File: src/rtl/bts_pkg.sv
package bts_pkg;

  localparam int BTS_DW = 32;

  typedef enum logic [1:0] {
    ST_IDLE = 2'd0,
    ST_RD   = 2'd1,
    ST_WR   = 2'd2,
    ST_FIN  = 2'd3
  } bts_state_e;

  // normalised access size: 0 byte, 1 two bytes, 2 four bytes
  function automatic logic [1:0] size_code(input logic [1:0] raw);
    return raw[1] ? 2'd2 : raw;
  endfunction

  function automatic logic [2:0] elem_bytes(input logic [1:0] code);
    case (code)
      2'd0:    return 3'd1;
      2'd1:    return 3'd2;
      default: return 3'd4;
    endcase
  endfunction

  function automatic logic [BTS_DW-1:0] lane_mask(input logic [1:0] code);
    case (code)
      2'd0:    return 32'h0000_00FF;
      2'd1:    return 32'h0000_FFFF;
      default: return 32'hFFFF_FFFF;
    endcase
  endfunction

endpackage

File: src/rtl/bts_ptr_step.sv
module bts_ptr_step #(
  parameter int AW = 32,
  parameter int NW = 16
) (
  input  logic [AW-1:0] ptr,
  input  logic          dec,
  input  logic          wide,
  input  logic [2:0]    step,
  output logic [AW-1:0] nxt
);
  logic [AW-1:0] delta;
  logic [AW-1:0] full;

  always_comb begin
    delta = {{(AW-3){1'b0}}, step};
    full  = dec ? (ptr - delta) : (ptr + delta);
    nxt   = wide ? full : {ptr[AW-1:NW], full[NW-1:0]};
  end
endmodule

File: src/rtl/bts_align_chk.sv
module bts_align_chk #(
  parameter int AW = 32
) (
  input  logic [AW-1:0] ptr,
  input  logic [1:0]    code,
  output logic          ok
);
  always_comb begin
    case (code)
      2'd0:    ok = 1'b1;
      2'd1:    ok = ~ptr[0];
      default: ok = (ptr[1:0] == 2'b00);
    endcase
  end
endmodule

File: src/rtl/bts_ctrl.sv
module bts_ctrl
  import bts_pkg::*;
(
  input  logic       clk,
  input  logic       rst_n,
  input  logic       start,
  input  logic       bad_start,
  input  logic       is_search,
  input  logic       mem_ready,
  input  logic       hit,
  input  logic       last,
  output bts_state_e state,
  output logic       accept,
  output logic       rd_fire,
  output logic       wr_fire
);
  bts_state_e state_d;

  always_comb begin
    accept  = (state == ST_IDLE) && start;
    rd_fire = (state == ST_RD) && mem_ready;
    wr_fire = (state == ST_WR) && mem_ready;
    state_d = state;
    case (state)
      ST_IDLE: if (accept) state_d = bad_start ? ST_FIN : ST_RD;
      ST_RD: begin
        if (rd_fire) begin
          if (is_search) state_d = (hit || last) ? ST_FIN : ST_RD;
          else           state_d = ST_WR;
        end
      end
      ST_WR:   if (wr_fire) state_d = last ? ST_FIN : ST_RD;
      default: state_d = ST_IDLE;
    endcase
  end

  always_ff @(posedge clk or negedge rst_n) begin
    if (!rst_n) state <= ST_IDLE;
    else        state <= state_d;
  end
endmodule

File: src/rtl/bts_engine.sv
module bts_engine
  import bts_pkg::*;
#(
  parameter int AW = 32,
  parameter int NW = 16,
  parameter int CW = 16
) (
  input  logic              clk,
  input  logic              rst_n,
  input  logic              start,
  input  logic              cmd_search,
  input  logic              cmd_down,
  input  logic [1:0]        cmd_size,
  input  logic              cmd_wide,
  input  logic [AW-1:0]     init_src,
  input  logic [AW-1:0]     init_dst,
  input  logic [CW-1:0]     init_cnt,
  input  logic [7:0]        init_key,
  output logic              mem_req,
  output logic              mem_we,
  output logic [1:0]        mem_size,
  output logic [AW-1:0]     mem_addr,
  output logic [BTS_DW-1:0] mem_wdata,
  input  logic [BTS_DW-1:0] mem_rdata,
  input  logic              mem_ready,
  output logic              busy,
  output logic              done,
  output logic              match,
  output logic              err,
  output logic [AW-1:0]     src_ptr,
  output logic [AW-1:0]     dst_ptr,
  output logic [CW-1:0]     count
);
  localparam int NPTR = 2;

  bts_state_e state;
  logic accept, rd_fire, wr_fire;

  logic [AW-1:0]     hl_q, de_q;
  logic [CW-1:0]     bc_q;
  logic [7:0]        key_q;
  logic              search_q, down_q, wide_q;
  logic [1:0]        sz_q;
  logic [BTS_DW-1:0] buf_q;
  logic              match_q, err_q;

  logic [1:0]               cmd_code;
  logic [NPTR-1:0]          ok_v;
  logic                     bad_start;
  logic [2:0]               step_w;
  logic [NPTR-1:0][AW-1:0]  nxt_v;
  logic [CW-1:0]            bc_dec;
  logic                     last, hit;
  logic                     elem_done;  // event for the checker

  assign cmd_code  = size_code(cmd_size);
  assign bad_start = !cmd_search && !(&ok_v);
  assign step_w    = search_q ? 3'd1 : elem_bytes(sz_q);
  assign bc_dec    = bc_q - {{(CW-1){1'b0}}, 1'b1};
  assign last      = (bc_dec == '0);
  assign hit       = (mem_rdata[7:0] == key_q);
  assign elem_done = (rd_fire && search_q) || wr_fire;

  for (genvar g = 0; g < NPTR; g++) begin : g_ptr
    bts_align_chk #(.AW(AW)) u_align (
      .ptr  (g == 0 ? init_src : init_dst),
      .code (cmd_code),
      .ok   (ok_v[g])
    );
    bts_ptr_step #(.AW(AW), .NW(NW)) u_step (
      .ptr  (g == 0 ? hl_q : de_q),
      .dec  (down_q),
      .wide (wide_q),
      .step (step_w),
      .nxt  (nxt_v[g])
    );
  end

  bts_ctrl u_ctrl (
    .clk       (clk),
    .rst_n     (rst_n),
    .start     (start),
    .bad_start (bad_start),
    .is_search (search_q),
    .mem_ready (mem_ready),
    .hit       (hit),
    .last      (last),
    .state     (state),
    .accept    (accept),
    .rd_fire   (rd_fire),
    .wr_fire   (wr_fire)
  );

  always_ff @(posedge clk or negedge rst_n) begin
    if (!rst_n) begin
      hl_q     <= '0;
      de_q     <= '0;
      bc_q     <= '0;
      key_q    <= '0;
      search_q <= 1'b0;
      down_q   <= 1'b0;
      wide_q   <= 1'b0;
      sz_q     <= 2'd0;
      buf_q    <= '0;
      match_q  <= 1'b0;
      err_q    <= 1'b0;
    end else begin
      if (accept) begin
        hl_q     <= init_src;
        de_q     <= init_dst;
        bc_q     <= init_cnt;
        key_q    <= init_key;
        search_q <= cmd_search;
        down_q   <= cmd_down;
        wide_q   <= cmd_wide;
        sz_q     <= cmd_code;
        match_q  <= 1'b0;
        err_q    <= bad_start;
      end
      if (rd_fire) begin
        hl_q <= nxt_v[0];
        if (search_q) begin
          bc_q <= bc_dec;
          if (hit) match_q <= 1'b1;
        end else begin
          buf_q <= mem_rdata;
        end
      end
      if (wr_fire) begin
        de_q <= nxt_v[1];
        bc_q <= bc_dec;
      end
    end
  end

  assign mem_req   = (state == ST_RD) || (state == ST_WR);
  assign mem_we    = (state == ST_WR);
  assign mem_addr  = (state == ST_WR) ? de_q : hl_q;
  assign mem_size  = search_q ? 2'd0 : sz_q;
  assign mem_wdata = buf_q & lane_mask(sz_q);
  assign busy      = (state != ST_IDLE);
  assign done      = (state == ST_FIN);
  assign match     = match_q;
  assign err       = err_q;
  assign src_ptr   = hl_q;
  assign dst_ptr   = de_q;
  assign count     = bc_q;
endmodule

File: config.mk
export PLATFORM = sky130hd
export DESIGN_NAME = bts_engine
export DESIGN_NICKNAME = d
export VERILOG_FILES = /design/src/rtl/bts_pkg.sv /design/src/rtl/bts_ptr_step.sv /design/src/rtl/bts_align_chk.sv /design/src/rtl/bts_ctrl.sv /design/src/rtl/bts_engine.sv
export SDC_FILE = /design/constraint.sdc
export NUM_CORES = 1
export LEC_CHECK = 0
export BUFFER_PORTS_ARGS = -buffer_cell sky130_fd_sc_hd__buf_2
export CAP_MARGIN = 10
export CORE_AREA = 2 2 135 137
export CTS_CLUSTER_DIAMETER = 100
export DETAILED_ROUTE_END_ITERATION = 7
export DIE_AREA = 0 0 137 139
export PLACE_DENSITY = 0.88
export SYNTH_ARGS = -nofsm -noshare
export SYNTH_HDL_FRONTEND = slang
export SYNTH_SLANG_ARGS = --single-unit
File: constraint.sdc
create_clock -name clk -period 6.7 [get_ports clk]
set_clock_uncertainty 0.05 [all_clocks]
set_input_delay 0.335 -clock clk [delete_from_list [all_inputs] [get_ports clk]]
set_output_delay 0.335 -clock clk [all_outputs]
set_load 0.05 [all_outputs]
==> metrics.json <==
{
  "cts_tree": "done",
  "capturing_element_type_of_the_critical_path": "flop",
  "finalHoldWorstSlack_ns": 0.03367,
  "wl_met2_um": 14110,
  "yosys_warning_total": 0,
  "layout.nets": 1565,
  "ratio_of_cells_with_drive_above_1_in_the_final_layout": 0.2886,
  "synthFlopType": "sky130_fd_sc_hd__dfrtp_1",
  "cts-resized-gates": 0,
  "cts-htree-levels": 4,
  "synth_area_per_cell_sq_um": 8.563,
  "final.min_clock_period_ns": 4.261,
  "dieArea_sq_um": 19040,
  "slew_headroom": 0.2565,
  "setup_viol": 0,
  "cts.sink_count": 129,
  "met1Wirelength_um": 12400,
  "io_buffer_count": 280,
  "clk_root_buf": "sky130_fd_sc_hd__clkbuf_16",
  "post-route-drc-count": 0,
  "first_global_vias": 9114,
  "layout.cells.non_filler": 1608,
  "crit_arrival_ns": 4.53,
  "rows": 49,
  "netlist-cell-type-count": 68,
  "clock_path_buffers": 2,
  "insertion_delay_ns": 0.44,
  "vias_per_cell": 5.981,
  "timing_max_transition_violations_final": 0,
  "wl_met3_um": 1998,
  "mostFrequentLayoutCell": "sky130_fd_sc_hd__buf_2",
  "critical_path_class": "reg -> reg",
  "placeableCoreArea_sq_um": 17660,
  "postSynthNetCount": 1305,
  "boundaryPins": 281,
  "cts_buffers": 17,
  "final_min_period_over_clock_period": 0.6360,
  "rsz0062_at_grt": "false",
  "gpl.final_weighted_congestion": 0.9393,
  "syn2layout_area_growth_pct": 22.46,
  "dp.final_hpwl_um": 22360,
  "die_w_um": 137,
  "grt_start_max_net_pins": 88,
  "cts.repair_timing.setup_buffer_count": 0,
  "worstPathMaxFanout": 19,
  "grt_use_total": 0.3168,
  "ys_ff_latch": 129,
  "grt_pass1_wl_um": 47470,
  "edff_count_synth": 0,
  "postRouteWirelength_um": 30020,
  "synth_area_sq_um": 9470,
  "top_layer": "met4",
  "max-cap-violations": 0,
  "insertedDiodeCount": 0,
  "critical_path.startpoint_type": "flop",
  "ys_async_sr_fraction": 1.000,
  "vias": 9618,
  "detail_route.iter0.violations": 958,
  "layout.cells.most_common_list": "279 x sky130_fd_sc_hd__buf_2, 172 x sky130_fd_sc_hd__nand2_1, 128 x sky130_fd_sc_hd__dfrtp_1",
  "synth_largest_type_area_fraction": 0.3409,
  "setup-tns-final_ns": 0,
  "critPathRequiredTime_ns": 6.97,
  "chipHeight_um": 139,
  "hold_path.class": "in -> reg",
  "netlist_top_cells_area": "sky130_fd_sc_hd__dfrtp_1 34%, sky130_fd_sc_hd__ha_1 9.0%, sky130_fd_sc_hd__mux2_2 6.9%, sky130_fd_sc_hd__nand2_1 6.9%, sky130_fd_sc_hd__a21oi_1 4.7%",
  "syn_inst": 1106,
  "status": "finished clean",
  "synth.largest_area_cell": "sky130_fd_sc_hd__dfrtp_1",
  "detail-route-antenna-nets": 0,
  "initial_antenna_violation_count": 0,
  "drtPass1Iterations": 6,
  "place.detailed.instances": 1575,
  "synth_seq_area_share": 0.3409,
  "cts.clk_slew.worst_paths_ns": 0.07,
  "routedWlPerCell_um": 18.67,
  "ctsHoldBuffers": 1,
  "final_core_utilization": 0.6568,
  "overflow": 0,
  "final_hold_vios": 0,
  "timing_worst_slew_pin_value_ns": 1.115,
  "fmax_mhz": 234.7,
  "initial_util": 0.5364
}
[routing by layer]
layer / GRT usage / vias to the layer above
met5: 0 / -
met1: 0.4206 / 4562
met3: 0.05921 / 121
met4: 0.1541 / 0
met2: 0.4952 / 438
li1: - / 4497
[per-stage QoR]
stage / setup slack [ns] / area [sq um]
after floorplan: 2.840 / 9470
after global placement: 2.606 / 11020
after detailed placement: 2.562 / 11020
after CTS: 2.501 / 11600
after global routing: 2.108 / 11600
final: 2.439 / 11600
[worst paths after layout]
check / start / end / slack (ns) / cells after the start
hold / removal: init_key[5] / key_q[5] / 0.03 / 3
min in group asynchronous: rst_n / count[10] / 0.38 / 2
max in group asynchronous: rst_n / down_q / 4.63 / 3
setup / recovery: sz_q[1] / dst_ptr[28] / 2.44 / 16
setup reg to reg: sz_q[1] / dst_ptr[28] / 2.44 / 16
hold reg to reg: buf_q[12] / buf_q[12] / 0.43 / 1
[final cells by class]
| type | count | area (sq um) |
|---|---|---|
| clock buffer | 17 | 425.4 |
| tap | 229 | 286.5 |
| inverter | 36 | 135.1 |
| multi-input combinational | 892 | 5899 |
| sequential | 129 | 3229 |
| timing repair buffer | 290 | 1481 |
| fill | 1405 | 6060 |
| clock inverter | 15 | 140.1 |
[flip-flops by register name (all words and copies together) (netlist names)]
signal / flops
u_ctrl.state: 2
err: 1
buf_q: 32
count: 16
wide_q: 1
dst_ptr: 32
sz_q: 2
search_q: 1
key_q: 8
down_q: 1
src_ptr: 32
match: 1
[synth_stat cells (13+ instances only)]
master,instances
sky130_fd_sc_hd__dfrtp_1,129
sky130_fd_sc_hd__xor2_1,19
sky130_fd_sc_hd__a31oi_1,37
sky130_fd_sc_hd__nor3_1,13
sky130_fd_sc_hd__ha_1,68
sky130_fd_sc_hd__nor2_1,85
sky130_fd_sc_hd__o21ai_1,25
sky130_fd_sc_hd__xnor2_1,36
sky130_fd_sc_hd__o21bai_1,16
sky130_fd_sc_hd__inv_1,36
sky130_fd_sc_hd__nor2b_1,17
sky130_fd_sc_hd__and2_1,22
sky130_fd_sc_hd__nand2_1,173
sky130_fd_sc_hd__clkbuf_1,32
sky130_fd_sc_hd__nand3_1,14
sky130_fd_sc_hd__a21o_1,31
sky130_fd_sc_hd__a22oi_1,15
sky130_fd_sc_hd__a21oi_1,88
sky130_fd_sc_hd__mux2_2,58
sky130_fd_sc_hd__o21ai_0,42
[worst max-delay path, cell delays in order (launching register included)]
cell	delay (ns)
sky130_fd_sc_hd__dfrtp_1	0.56
sky130_fd_sc_hd__nor2_1	0.58
sky130_fd_sc_hd__or2_2	0.24
sky130_fd_sc_hd__ha_1	0.17
sky130_fd_sc_hd__inv_1	0.06
sky130_fd_sc_hd__fa_1	0.40
sky130_fd_sc_hd__a21o_1	0.17
sky130_fd_sc_hd__a21o_1	0.22
sky130_fd_sc_hd__a211oi_2	0.34
sky130_fd_sc_hd__o21ai_2	0.17
sky130_fd_sc_hd__a21oi_2	0.17
sky130_fd_sc_hd__o21ai_1	0.11
sky130_fd_sc_hd__o21ai_1	0.19
sky130_fd_sc_hd__nand2b_1	0.12
sky130_fd_sc_hd__a21oi_2	0.17
sky130_fd_sc_hd__nor4b_1	0.07
sky130_fd_sc_hd__a311o_1	0.34
[logic make-up after synthesis]
group,after synthesis,share of synthesized area
AO/OA/AOI/OAI,327,0.2200
AND/OR/NAND/NOR,371,0.1760
adder cells (fa/ha/maj),70,0.09407
XOR/XNOR,55,0.05087
multiplexers,69,0.08138
buffers and inverters,85,0.03686
flip-flops,129,0.3409
Power is not shown: default switching activity piles up to over one toggle a cycle in this logic, so the estimate is an artifact.
